$ cat src/rtl/pci_cfg_pkg.sv
package pci_cfg_pkg;
  localparam int DW         = 32;
  localparam int BUS_W      = 8;
  localparam int DEV_W      = 5;
  localparam int FN_W       = 3;
  localparam int OFS_W      = 12;
  localparam int LANE_W     = 3;
  localparam int MIN_T0_DEV = 11;

  localparam logic [1:0] SZ_B1 = 2'd0;
  localparam logic [1:0] SZ_B2 = 2'd1;
  localparam logic [1:0] SZ_B4 = 2'd2;

  typedef enum logic [2:0] {
    ST_IDLE,
    ST_AWR,
    ST_ARD,
    ST_DAT,
    ST_ACK
  } seq_st_e;
endpackage

$ cat src/rtl/pci_cfg_enc.sv
module pci_cfg_enc
  import pci_cfg_pkg::*;
#(
  parameter int GEN = 3
) (
  input  logic [BUS_W-1:0] bus_i,
  input  logic [DEV_W-1:0] dev_i,
  input  logic [FN_W-1:0]  fn_i,
  input  logic [OFS_W-1:0] ofs_i,
  input  logic [BUS_W-1:0] own_bus_i,
  input  logic             skip_en_i,
  input  logic [DEV_W-1:0] skip_dev_i,
  output logic [DW-1:0]    word_o,
  output logic             reject_o
);
  localparam bit LOCAL_OK = (GEN < 4);
  localparam bit EXT_OFS  = (GEN == 4);

  logic          use_t0;
  logic [DW-1:0] w_t0, w_t1;
  logic [3:0]    ext_bits;

  always_comb begin
    use_t0   = LOCAL_OK && (bus_i == own_bus_i);
    w_t0     = (DW'(1) << dev_i) | {21'd0, fn_i, 8'd0} | {24'd0, ofs_i[7:2], 2'b00};
    w_t1     = {8'd0, bus_i, dev_i, fn_i, ofs_i[7:2], 2'b01};
    ext_bits = EXT_OFS ? ofs_i[11:8] : 4'd0;
    word_o   = (use_t0 ? w_t0 : w_t1) | {ext_bits, 28'd0};
    reject_o = (skip_en_i && (dev_i == skip_dev_i)) ||
               (use_t0 && (32'(dev_i) < MIN_T0_DEV));
  end

  always_comb begin
    if (use_t0 && !reject_o)
      a_r1_onehot_t0: assert ($countones(word_o[31:11]) == 1);
    if (!use_t0)
      a_r2_t1_flag: assert (word_o[1:0] == 2'b01);
  end
endmodule

$ cat src/rtl/pci_cfg_lane.sv
module pci_cfg_lane
  import pci_cfg_pkg::*;
#(
  parameter int             AW        = 32,
  parameter logic [AW-1:0]  DATA_BASE = '0
) (
  input  logic [LANE_W-1:0] lane_i,
  input  logic [1:0]        size_i,
  input  logic [DW-1:0]     raw_i,
  output logic [AW-1:0]     data_addr_o,
  output logic [DW-1:0]     masked_o
);
  logic [DW-1:0] mask;

  always_comb begin
    data_addr_o = DATA_BASE + AW'(lane_i);
    unique case (size_i)
      SZ_B1:   mask = DW'(8'hFF);
      SZ_B2:   mask = DW'(16'hFFFF);
      default: mask = '1;
    endcase
    masked_o = raw_i & mask;
  end
endmodule

$ cat src/rtl/pci_cfg_ctrl.sv
module pci_cfg_ctrl
  import pci_cfg_pkg::*;
#(
  parameter int            AW        = 32,
  parameter int            LIM_W     = 8,
  parameter logic [AW-1:0] AREG_ADDR = '0
) (
  input  logic              clk_i,
  input  logic              rst_ni,
  input  logic              req_i,
  input  logic              req_we_i,
  input  logic [1:0]        req_size_i,
  input  logic [DW-1:0]     req_wdata_i,
  input  logic [LANE_W-1:0] req_lane_i,
  input  logic [LIM_W-1:0]  retry_lim_i,
  input  logic [DW-1:0]     enc_word_i,
  input  logic              enc_reject_i,
  output logic [LANE_W-1:0] lane_o,
  output logic [1:0]        size_o,
  input  logic [AW-1:0]     data_addr_i,
  input  logic [DW-1:0]     rd_masked_i,
  output logic              busy_o,
  output logic              ack_o,
  output logic              err_o,
  output logic [DW-1:0]     rdata_o,
  output logic              rb_req_o,
  output logic              rb_we_o,
  output logic [AW-1:0]     rb_addr_o,
  output logic [1:0]        rb_size_o,
  output logic [DW-1:0]     rb_wdata_o,
  input  logic              rb_rdy_i,
  input  logic [DW-1:0]     rb_rdata_i
);
  seq_st_e           st_q;
  logic              issued_q, we_q, err_q;
  logic [1:0]        size_q;
  logic [LANE_W-1:0] lane_q;
  logic [DW-1:0]     wdata_q, word_q, rdata_q;
  logic [LIM_W-1:0]  lim_q, tries_q;
  logic              in_phase, xfer_done;

  assign in_phase  = (st_q == ST_AWR) || (st_q == ST_ARD) || (st_q == ST_DAT);
  assign xfer_done = in_phase && rb_rdy_i;
  assign lane_o    = lane_q;
  assign size_o    = size_q;

  always_ff @(posedge clk_i or negedge rst_ni) begin
    if (!rst_ni) begin
      st_q     <= ST_IDLE;
      issued_q <= 1'b0;
      we_q     <= 1'b0;
      err_q    <= 1'b0;
      size_q   <= '0;
      lane_q   <= '0;
      wdata_q  <= '0;
      word_q   <= '0;
      rdata_q  <= '0;
      lim_q    <= '0;
      tries_q  <= '0;
    end else begin
      unique case (st_q)
        ST_IDLE: if (req_i) begin
          we_q     <= req_we_i;
          size_q   <= req_size_i;
          lane_q   <= req_lane_i;
          wdata_q  <= req_wdata_i;
          word_q   <= enc_word_i;
          lim_q    <= retry_lim_i;
          tries_q  <= '0;
          issued_q <= 1'b0;
          err_q    <= 1'b0;
          if (enc_reject_i) begin
            rdata_q <= '1;
            st_q    <= ST_ACK;
          end else begin
            st_q    <= ST_AWR;
          end
        end
        ST_AWR: begin
          if (xfer_done) begin
            issued_q <= 1'b0;
            st_q     <= ST_ARD;
          end else issued_q <= 1'b1;
        end
        ST_ARD: begin
          if (xfer_done) begin
            issued_q <= 1'b0;
            if (rb_rdata_i == word_q) begin
              st_q <= ST_DAT;
            end else if (tries_q == lim_q) begin
              err_q   <= 1'b1;
              rdata_q <= '1;
              st_q    <= ST_ACK;
            end else begin
              tries_q <= tries_q + 1'b1;
              st_q    <= ST_AWR;
            end
          end else issued_q <= 1'b1;
        end
        ST_DAT: begin
          if (xfer_done) begin
            issued_q <= 1'b0;
            rdata_q  <= we_q ? '0 : rd_masked_i;
            st_q     <= ST_ACK;
          end else issued_q <= 1'b1;
        end
        ST_ACK:  st_q <= ST_IDLE;
        default: st_q <= ST_IDLE;
      endcase
    end
  end

  always_comb begin
    busy_o     = (st_q != ST_IDLE);
    ack_o      = (st_q == ST_ACK);
    err_o      = ack_o && err_q;
    rdata_o    = rdata_q;
    rb_req_o   = in_phase && !issued_q;
    rb_we_o    = (st_q == ST_AWR) || ((st_q == ST_DAT) && we_q);
    rb_addr_o  = (st_q == ST_DAT) ? data_addr_i : AREG_ADDR;
    rb_size_o  = (st_q == ST_DAT) ? size_q : SZ_B4;
    rb_wdata_o = (st_q == ST_DAT) ? wdata_q : word_q;
  end

  a_r12_strobe_once: assert property (@(posedge clk_i) disable iff (!rst_ni)
    (rb_req_o && !rb_rdy_i) |=> !rb_req_o);
  a_r12_idle_quiet: assert property (@(posedge clk_i) disable iff (!rst_ni)
    !busy_o |-> !rb_req_o);
  a_r11_ack_busy: assert property (@(posedge clk_i) disable iff (!rst_ni)
    ack_o |-> busy_o);
  a_r11_take: assert property (@(posedge clk_i) disable iff (!rst_ni)
    (req_i && !busy_o) |=> busy_o);
  a_r11_ack_single: assert property (@(posedge clk_i) disable iff (!rst_ni)
    ack_o |=> !ack_o);
  a_r7_err_ones: assert property (@(posedge clk_i) disable iff (!rst_ni)
    err_o |-> (ack_o && (rdata_o == '1)));
  a_r7_tries_bound: assert property (@(posedge clk_i) disable iff (!rst_ni)
    busy_o |-> (tries_q <= lim_q));
  a_r6_match_first: assert property (@(posedge clk_i) disable iff (!rst_ni)
    ((st_q == ST_DAT) && ($past(st_q) != ST_DAT)) |->
      (($past(st_q) == ST_ARD) && ($past(rb_rdata_i) == word_q)));
endmodule

$ cat src/rtl/pci_cfg_seq.sv
module pci_cfg_seq
  import pci_cfg_pkg::*;
#(
  parameter int            GEN       = 3,
  parameter int            AW        = 32,
  parameter int            LIM_W     = 8,
  parameter logic [AW-1:0] BASE_ADDR = 32'hF200_0000,
  parameter logic [AW-1:0] ADDR_OFS  = 32'h0080_0000,
  parameter logic [AW-1:0] DATA_OFS  = 32'h00C0_0000
) (
  input  logic             clk_i,
  input  logic             rst_ni,
  input  logic             req_i,
  input  logic             req_we_i,
  input  logic [BUS_W-1:0] req_bus_i,
  input  logic [DEV_W-1:0] req_dev_i,
  input  logic [FN_W-1:0]  req_fn_i,
  input  logic [OFS_W-1:0] req_ofs_i,
  input  logic [1:0]       req_size_i,
  input  logic [DW-1:0]    req_wdata_i,
  input  logic [BUS_W-1:0] own_bus_i,
  input  logic             skip_en_i,
  input  logic [DEV_W-1:0] skip_dev_i,
  input  logic [LIM_W-1:0] retry_lim_i,
  output logic             busy_o,
  output logic             ack_o,
  output logic             err_o,
  output logic [DW-1:0]    rdata_o,
  output logic             rb_req_o,
  output logic             rb_we_o,
  output logic [AW-1:0]    rb_addr_o,
  output logic [1:0]       rb_size_o,
  output logic [DW-1:0]    rb_wdata_o,
  input  logic             rb_rdy_i,
  input  logic [DW-1:0]    rb_rdata_i
);
  localparam logic [AW-1:0] AREG_ADDR = BASE_ADDR + ADDR_OFS;
  localparam logic [AW-1:0] DWIN_ADDR = BASE_ADDR + DATA_OFS;

  logic [DW-1:0]     enc_word, rd_masked;
  logic              enc_reject;
  logic [LANE_W-1:0] lane;
  logic [1:0]        size;
  logic [AW-1:0]     data_addr;

  pci_cfg_enc #(.GEN(GEN)) u_enc (
    .bus_i      (req_bus_i),
    .dev_i      (req_dev_i),
    .fn_i       (req_fn_i),
    .ofs_i      (req_ofs_i),
    .own_bus_i  (own_bus_i),
    .skip_en_i  (skip_en_i),
    .skip_dev_i (skip_dev_i),
    .word_o     (enc_word),
    .reject_o   (enc_reject)
  );

  pci_cfg_lane #(.AW(AW), .DATA_BASE(DWIN_ADDR)) u_lane (
    .lane_i      (lane),
    .size_i      (size),
    .raw_i       (rb_rdata_i),
    .data_addr_o (data_addr),
    .masked_o    (rd_masked)
  );

  pci_cfg_ctrl #(.AW(AW), .LIM_W(LIM_W), .AREG_ADDR(AREG_ADDR)) u_ctrl (
    .clk_i        (clk_i),
    .rst_ni       (rst_ni),
    .req_i        (req_i),
    .req_we_i     (req_we_i),
    .req_size_i   (req_size_i),
    .req_wdata_i  (req_wdata_i),
    .req_lane_i   (req_ofs_i[LANE_W-1:0]),
    .retry_lim_i  (retry_lim_i),
    .enc_word_i   (enc_word),
    .enc_reject_i (enc_reject),
    .lane_o       (lane),
    .size_o       (size),
    .data_addr_i  (data_addr),
    .rd_masked_i  (rd_masked),
    .busy_o       (busy_o),
    .ack_o        (ack_o),
    .err_o        (err_o),
    .rdata_o      (rdata_o),
    .rb_req_o     (rb_req_o),
    .rb_we_o      (rb_we_o),
    .rb_addr_o    (rb_addr_o),
    .rb_size_o    (rb_size_o),
    .rb_wdata_o   (rb_wdata_o),
    .rb_rdy_i     (rb_rdy_i),
    .rb_rdata_i   (rb_rdata_i)
  );

  a_r10_areg_size: assert property (@(posedge clk_i) disable iff (!rst_ni)
    (rb_req_o && (rb_addr_o == AREG_ADDR)) |-> (rb_size_o == SZ_B4));
endmodule

$ cat config.mk
export PLATFORM = sky130hd
export DESIGN_NAME = pci_cfg_seq
export DESIGN_NICKNAME = d
export VERILOG_FILES = /design/src/rtl/pci_cfg_pkg.sv /design/src/rtl/pci_cfg_enc.sv /design/src/rtl/pci_cfg_lane.sv /design/src/rtl/pci_cfg_ctrl.sv /design/src/rtl/pci_cfg_seq.sv
export SDC_FILE = /design/constraint.sdc
export NUM_CORES = 1
export LEC_CHECK = 0
export ABC_AREA = 0
export BUFFER_PORTS_ARGS = -buffer_cell sky130_fd_sc_hd__clkbuf_2
export CORE_MARGIN = 5
export CORE_UTILIZATION = 25
export CTS_CLUSTER_DIAMETER = 100
export DETAILED_ROUTE_END_ITERATION = 16
export GPL_TIMING_DRIVEN = 0
export PLACE_DENSITY = 0.54
export SYNTH_ARGS = -nofsm -noshare
export SYNTH_HDL_FRONTEND = slang
export SYNTH_SLANG_ARGS = --single-unit
$ cat constraint.sdc
create_clock -name clk_i -period 3 [get_ports clk_i]
set_clock_uncertainty 0.05 [all_clocks]
set_input_delay 0.45 -clock clk_i [delete_from_list [all_inputs] [get_ports clk_i]]
set_output_delay 0.45 -clock clk_i [all_outputs]
set_load 0.03 [all_outputs]
# After elaboration in Yosys (flattened, before gate mapping)
# Index checks and enable logic that the tools add are counted.
[word_totals]
rom_bits = 0
latch_bits = 0
elab_cells = 92
inputBits = 121
n_memories = 0
ramBits = 0
register_bits = 123
output_inout_bits = 103
[classes]
muxes = 33
eq_ne = 17
n_bitwise = 3
reduce_logical = 24
n_mul = 0
shifts = 1
n_addsub = 2
n_div = 0
order_cmp = 1
[op_table]
columns = ["operator", "count"]
rows = [
  ["32-bit 2-to-1 mux", 10],
  ["32-bit case mux with 3 select lines", 1],
  ["32-bit case mux with 2 select lines", 1],
  ["32-bit bitwise AND", 1],
  ["32-bit == test", 1],
  ["8-bit 2-to-1 mux", 4],
  ["32-bit by 11-bit bitwise OR with 32-bit output", 1],
  ["32-bit by 8-bit bitwise OR with 32-bit output", 1],
  ["1-bit by 5-bit left shift with 32-bit output (first input constant)", 1],
  ["29-bit by 4-bit adder with 30-bit output (first input constant)", 1],
  ["3-bit 2-to-1 mux", 7],
  ["8-bit == test", 2],
  ["8-bit case mux with 2 select lines", 1],
  ["3-bit case mux with 4 select lines", 1],
  ["2-bit inequality test (second input constant)", 5],
  ["5-bit AND reduction", 2],
  ["8-bit by 1-bit adder with 8-bit output (second input constant)", 1],
  ["7-bit AND reduction", 1],
  ["3-bit by 2-bit == test with 1-bit output (second input constant)", 2],
  ["1-bit logical AND", 6],
  ["2-bit by 1-bit inequality test with 1-bit output (second input constant)", 3],
  ["3-bit nonzero test", 2],
  ["5-bit == test", 1],
  ["5-bit by 4-bit less-than comparator with 1-bit output (second input constant)", 1],
  ["14 further kinds", 24],
]

# Depth between registers and ports, before layout
[depth]
ltp_word = 6
mapped_depth = 8
mapped_depth_nobuf = 6

# Cells and area by module
# From an unflattened synthesis, not the netlist that was laid out.
[unflattened]
cells_unflattened = 853
area_unflattened_um2 = 7275.7
[modules_own_cells]
columns = ["module", "cells_each", "seq_area_each_um2", "area_per_inst_um2", "n_inst"]
rows = [
  ["pci_cfg_ctrl", 687, 3078.0, 6147.1, 1],
  ["pci_cfg_enc", 97, 0.0, 629.4, 1],
  ["pci_cfg_lane", 69, 0.0, 499.2, 1],
]

# Least setup slack after synthesis
# OpenSTA, ideal clock, no wires.
[synth_timing]
kind = "reg2out"
from = "register u_ctrl.st_q[1]"
to = "output rb_wdata_o[22]"
path_buffers = 2
arrival_time_ps = 1628
required_time_ps = 2500
path_slack_ps = 872
path_stages_with_launch = 7
path_cell_list = "dfrtp_1 -> buf_2 -> nand3b_1 -> clkinv_1 -> buf_1 -> nand2_1 -> nand2_1"
[synth_between]
elab_chain_cells = 2
[synth_rtl]
columns = ["item", "line_no", "text"]
rows = [
  ["start: declaration", "pci_cfg_ctrl.sv:34", "seq_st_e st_q;"],
  ["start signal: assignment", "pci_cfg_ctrl.sv:49", "st_q <= ST_IDLE;"],
  ["start signal: assignment", "pci_cfg_ctrl.sv:74", "st_q <= ST_ACK;"],
  ["start signal: assignment", "pci_cfg_ctrl.sv:76", "st_q <= ST_AWR;"],
  ["3-bit by 2-bit == test with 1-bit output", "pci_cfg_ctrl.sv:122", "rb_wdata_o = (st_q == ST_DAT) ? wdata_q : word_q;"],
  ["32-bit 2-to-1 mux", "pci_cfg_ctrl.sv:122", ""],
  ["end: declaration", "pci_cfg_seq.sv:33", "output logic [DW-1:0] rb_wdata_o,"],
]
# No other way between the ends.

# Worst setup path after layout
[layout_timing]
from = "register u_ctrl.st_q[1]"
to = "output rb_wdata_o[0]"
# Same word-level chain as after synthesis.

==> out/qor_table.md <==
| Parameter | Value |
| --- | --- |
| Status | finished, final reports clean |
| Sequential fraction of the synthesis area | 45.6% |
| Footprint of the multi-input gates | 3170 sq um |
| Wire length of the first global-routing pass | 36,400 microns |
| FF+latch area | 3080 sq um |
| Synth-to-layout area growth | 31.6% |
| Critical-path top delay cell | sky130_fd_sc_hd__dfrtp_1 |
| Slew HR | 24.0% |
| Commonest cells after routing, fill and taps aside | sky130_fd_sc_hd__nand2_1, sky130_fd_sc_hd__clkbuf_2, sky130_fd_sc_hd__dfrtp_1 |
| Pins Over Slew Limit | 0 |
| Area of the core region | 26,800 sq um |
| Clock latency of the later-clocked register in the worst-skew pair | 0.41 ns |
| Parity-gate share of the synthesized area counting xor and xnor cells | 6.88% |
| Ratio of cells with drive above 1 in the final layout | 26.0% |
| Portion of synthesized cell area occupied by the leading cell type | 45.6% |
| Die area | 30,400 sq um |
| Flops & latches, synth | 123 |
| Finished Core Util | 33.2% |
| Antenna violations before repair | 0 |
| Element type at the critical path end | output port |
| Final antenna-violating net count | 0 |
| Leftover overflow at the end of global routing | 0 |
| Asr flop ratio synth | 100% |
| Crit-path max FO | 10 |
| Drt pass-1 iters | 4 |
| CTS tree | yes |
| Post-synth design cell area | 6750 sq um |
| Detailed Place HPWL | 18,700 microns |
| RSZ-0062 raised after global routing | false |
| Total GRT Usage | 15.6% |
| Final period util | 94.5% |
| Critical path cell sequence | buf_2, nand3b_1, clkbuf_2, buf_2, nand2_1, nand2_1, clkbuf_2 |
| Library cell used as clock root buffer | sky130_fd_sc_hd__clkbuf_16 |
| Vias in the first global route | 6,234 |
| DRC | 0 |
| Required time reported for the critical path endpoint | 2.50 ns |
| Cell variety after synth | 50 |
| Pin count of the biggest net entering global routing | 79 |
| Number of buffers created by CTS | 17 |
| Total Routed Length | 23,600 microns |
| # setup viols final | 0 |
| Crit path arrival time | 2.33 ns |
| Startpoint type of the worst setup path | register |
| Final Critical Period | 2.83 ns |
| Largest incremental delay on the critical path | 0.40 ns |
| Multiplexer fraction of the synthesized cell area | 5.34% |
| Fraction of the mapped netlist area in adder cells | 0.185% |
| Synth top area cells | sky130_fd_sc_hd__dfrtp_1, sky130_fd_sc_hd__nand2_1, sky130_fd_sc_hd__mux2i_1, sky130_fd_sc_hd__xnor2_1, sky130_fd_sc_hd__a21oi_1 |
| Share of the synthesized area in compound gates (AO/OA/AOI/OAI) | 9.69% |
| CTS max path bufs | 2 |
| Starting Density | 25.2% |
| Dominant combinational cell family by area after synthesis | simple AND/OR/NAND/NOR gates |
| Overall die width | 174 microns |
| Overall power after layout | 9.04 mW |
| Port-buffer cells | 190 |
| Area share of and/or/nand/nor cells after synthesis | 23.3% |
| Critical path class | register to output port |
| Pwr dens | 1020 nW/um^2 |
| Path class of the lowest-slack min-delay path | input pin to register |
| I/O pin count | 224 |
| Achievable clock frequency | 353 MHz |
| Register clock-pin slew on the reported worst setup and hold paths | 0.06 ns |
| Rows | 60 |
| Global placement routability congestion | 0.816 |
| Max_cap viols | 0 |
| Average detailed-routed wire length per instance | 16.9 microns |
| Leakage Power | 4.61 nW |
| Clock sink total | 123 |
| Via density | 4.41 |
| Number of enable flip-flop cells after synthesis | 0 |
| Number of antenna cells inserted | 0 |
| Worst IR drop on VDD | 333 uV |
| Vertical die dimension | 174 microns |
| Filler instances | 2,869 |
| Count of vias placed by the detailed router | 6,161 |
| CTS HTree Levels | 4 |
| Worst slew pin tran | 1.13 ns |
| Synthesized instance count | 808 |
| Layout net count | 1,167 |
| Leading cell type in the layout, fill and taps excluded | sky130_fd_sc_hd__nand2_1 |
| Final Hold Viols | 0 |
| Cell type with the highest aggregate area in the netlist | sky130_fd_sc_hd__dfrtp_1 |
| Dominant synthesized flop cell | sky130_fd_sc_hd__dfrtp_1 |
| Number of warnings issued by yosys | 0 |
| 1st-iter DRT viols | 409 |
| Average footprint of a synthesized cell | 8.36 sq um |
-- metal layers --
metal | track usage, % | wire length, microns | vias up
li1 | - | - | 3048
met1 | 21.2 | 10700 | 2866
met2 | 24.5 | 10900 | 219
met3 | 3.37 | 1360 | 28
met4 | 5.38 | 591 | 0
met5 | 0 | 0 | -
-- area by class of cell --
cell class	count	share of cell area, %
Clock buffer	24	5.53
Multi-Input combinational cell	597	35.7
Tap cell	341	4.80
Timing Repair Buffer	192	11.2
Buffer	71	5.05
Inverter	43	1.83
Sequential cell	123	34.6
Clock inverter	7	1.27
-- kinds of logic (layout without fill, tap and decap cells) --
family	Yosys count	count (layout)
and+or+nand+nor	369	369
other	2	28
adders and majority gates	1	1
muxes	36	36
DFF	123	123
AOI/OAI and AO/OA	110	110
buffers and inverters	114	337
xor gates and xnor gates	53	53
-- worst max-delay path: cells and delay by family (launching register included) --
kind	cells	cell delay, ns
buffers and inverters	4	1.07
flip-flops	1	0.40
AND/OR/NAND/NOR	3	0.45
-- synth_stat cells (2+ instances only) --
cell type	count
sky130_fd_sc_hd__a31o_2	3
sky130_fd_sc_hd__nand4_2	2
sky130_fd_sc_hd__buf_2	4
sky130_fd_sc_hd__buf_12	3
sky130_fd_sc_hd__clkinv_1	2
sky130_fd_sc_hd__clkbuf_1	25
sky130_fd_sc_hd__nor2_1	26
sky130_fd_sc_hd__nor3_1	6
sky130_fd_sc_hd__nor4_1	4
sky130_fd_sc_hd__nand2_1	280
sky130_fd_sc_hd__a31oi_1	5
sky130_fd_sc_hd__nor4_2	2
sky130_fd_sc_hd__nand3_1	3
sky130_fd_sc_hd__conb_1	2
sky130_fd_sc_hd__a21oi_1	42
sky130_fd_sc_hd__o21ai_0	35
sky130_fd_sc_hd__buf_4	28
sky130_fd_sc_hd__o211ai_1	10
sky130_fd_sc_hd__nand2b_1	4
sky130_fd_sc_hd__a22o_1	2
sky130_fd_sc_hd__dfrtp_1	123
sky130_fd_sc_hd__inv_1	41
sky130_fd_sc_hd__nand3b_1	3
sky130_fd_sc_hd__and2_1	8
sky130_fd_sc_hd__buf_6	2
sky130_fd_sc_hd__xnor2_1	41
sky130_fd_sc_hd__nand4_1	12
sky130_fd_sc_hd__and3_1	8
sky130_fd_sc_hd__buf_1	9
sky130_fd_sc_hd__xor2_1	12
sky130_fd_sc_hd__or3_1	5
sky130_fd_sc_hd__nor2b_1	2
sky130_fd_sc_hd__o2bb2ai_1	2
sky130_fd_sc_hd__mux2i_1	36
-- worst paths after layout --
path | slack (ns) | cells past startpoint | end | from
max in group asynchronous | 1.67 | 3 | u_ctrl.rdata_o[8] | rst_ni
setup reg to reg | 0.59 | 8 | u_ctrl.rdata_o[16] | u_ctrl.word_q[26]
setup / recovery | 0.17 | 7 | rb_wdata_o[0] | u_ctrl.st_q[1]
hold / removal | 0.17 | 3 | u_ctrl.wdata_q[15] | req_wdata_i[15]
hold reg to reg | 0.42 | 2 | u_ctrl.lane_o[0] | u_ctrl.lane_o[0]
min in group asynchronous | 0.49 | 2 | u_ctrl.lane_o[2] | rst_ni
-- repair_timing --
action	CTS	global route
endpoints found under the setup margin	33	28
setup buffers	0	0
gates resized for setup	3	7
hold endpoints to repair	45	0
hold buffers	1	0
-- power by group --
| part | switching (mW) | internal [mW] | leakage (nW) |
|---|---|---|---|
| combinational | 2.76 | 1.33 | 2.86 |
| clock | 0.752 | 1.39 | 0.296 |
| sequential | 0.497 | 2.33 | 1.45 |
| total | 4.01 | 5.04 | 4.61 |
-- through the flow --
stage | setup WS (ns) | area, sq um | TNS [ns] | hold slack [ns] | cells
after floorplan | 0.872 | 6850 | 0 | 0.104 | 834
after global placement | -0.723 | 8230 | -87.65 | 0.402 | 1365
after detailed placement | 0.153 | 8260 | 0 | 0.373 | 1366
after CTS | 0.0199 | 8880 | 0 | 0.152 | 1398
after global routing | 0.0483 | 8890 | 0 | 0.158 | 1398
final | 0.166 | 8890 | 0 | 0.172 | 1398
-- registers in the layout (all words and copies together) (netlist names), 2 cells and up --
name,count
u_ctrl.wdata_q,32
u_ctrl.word_q,32
u_ctrl.tries_q,8
u_ctrl.rdata_o,32
u_ctrl.lane_o,3
u_ctrl.size_o,2
u_ctrl.st_q,3
u_ctrl.lim_q,8
Power figures use the tool's default switching activity.
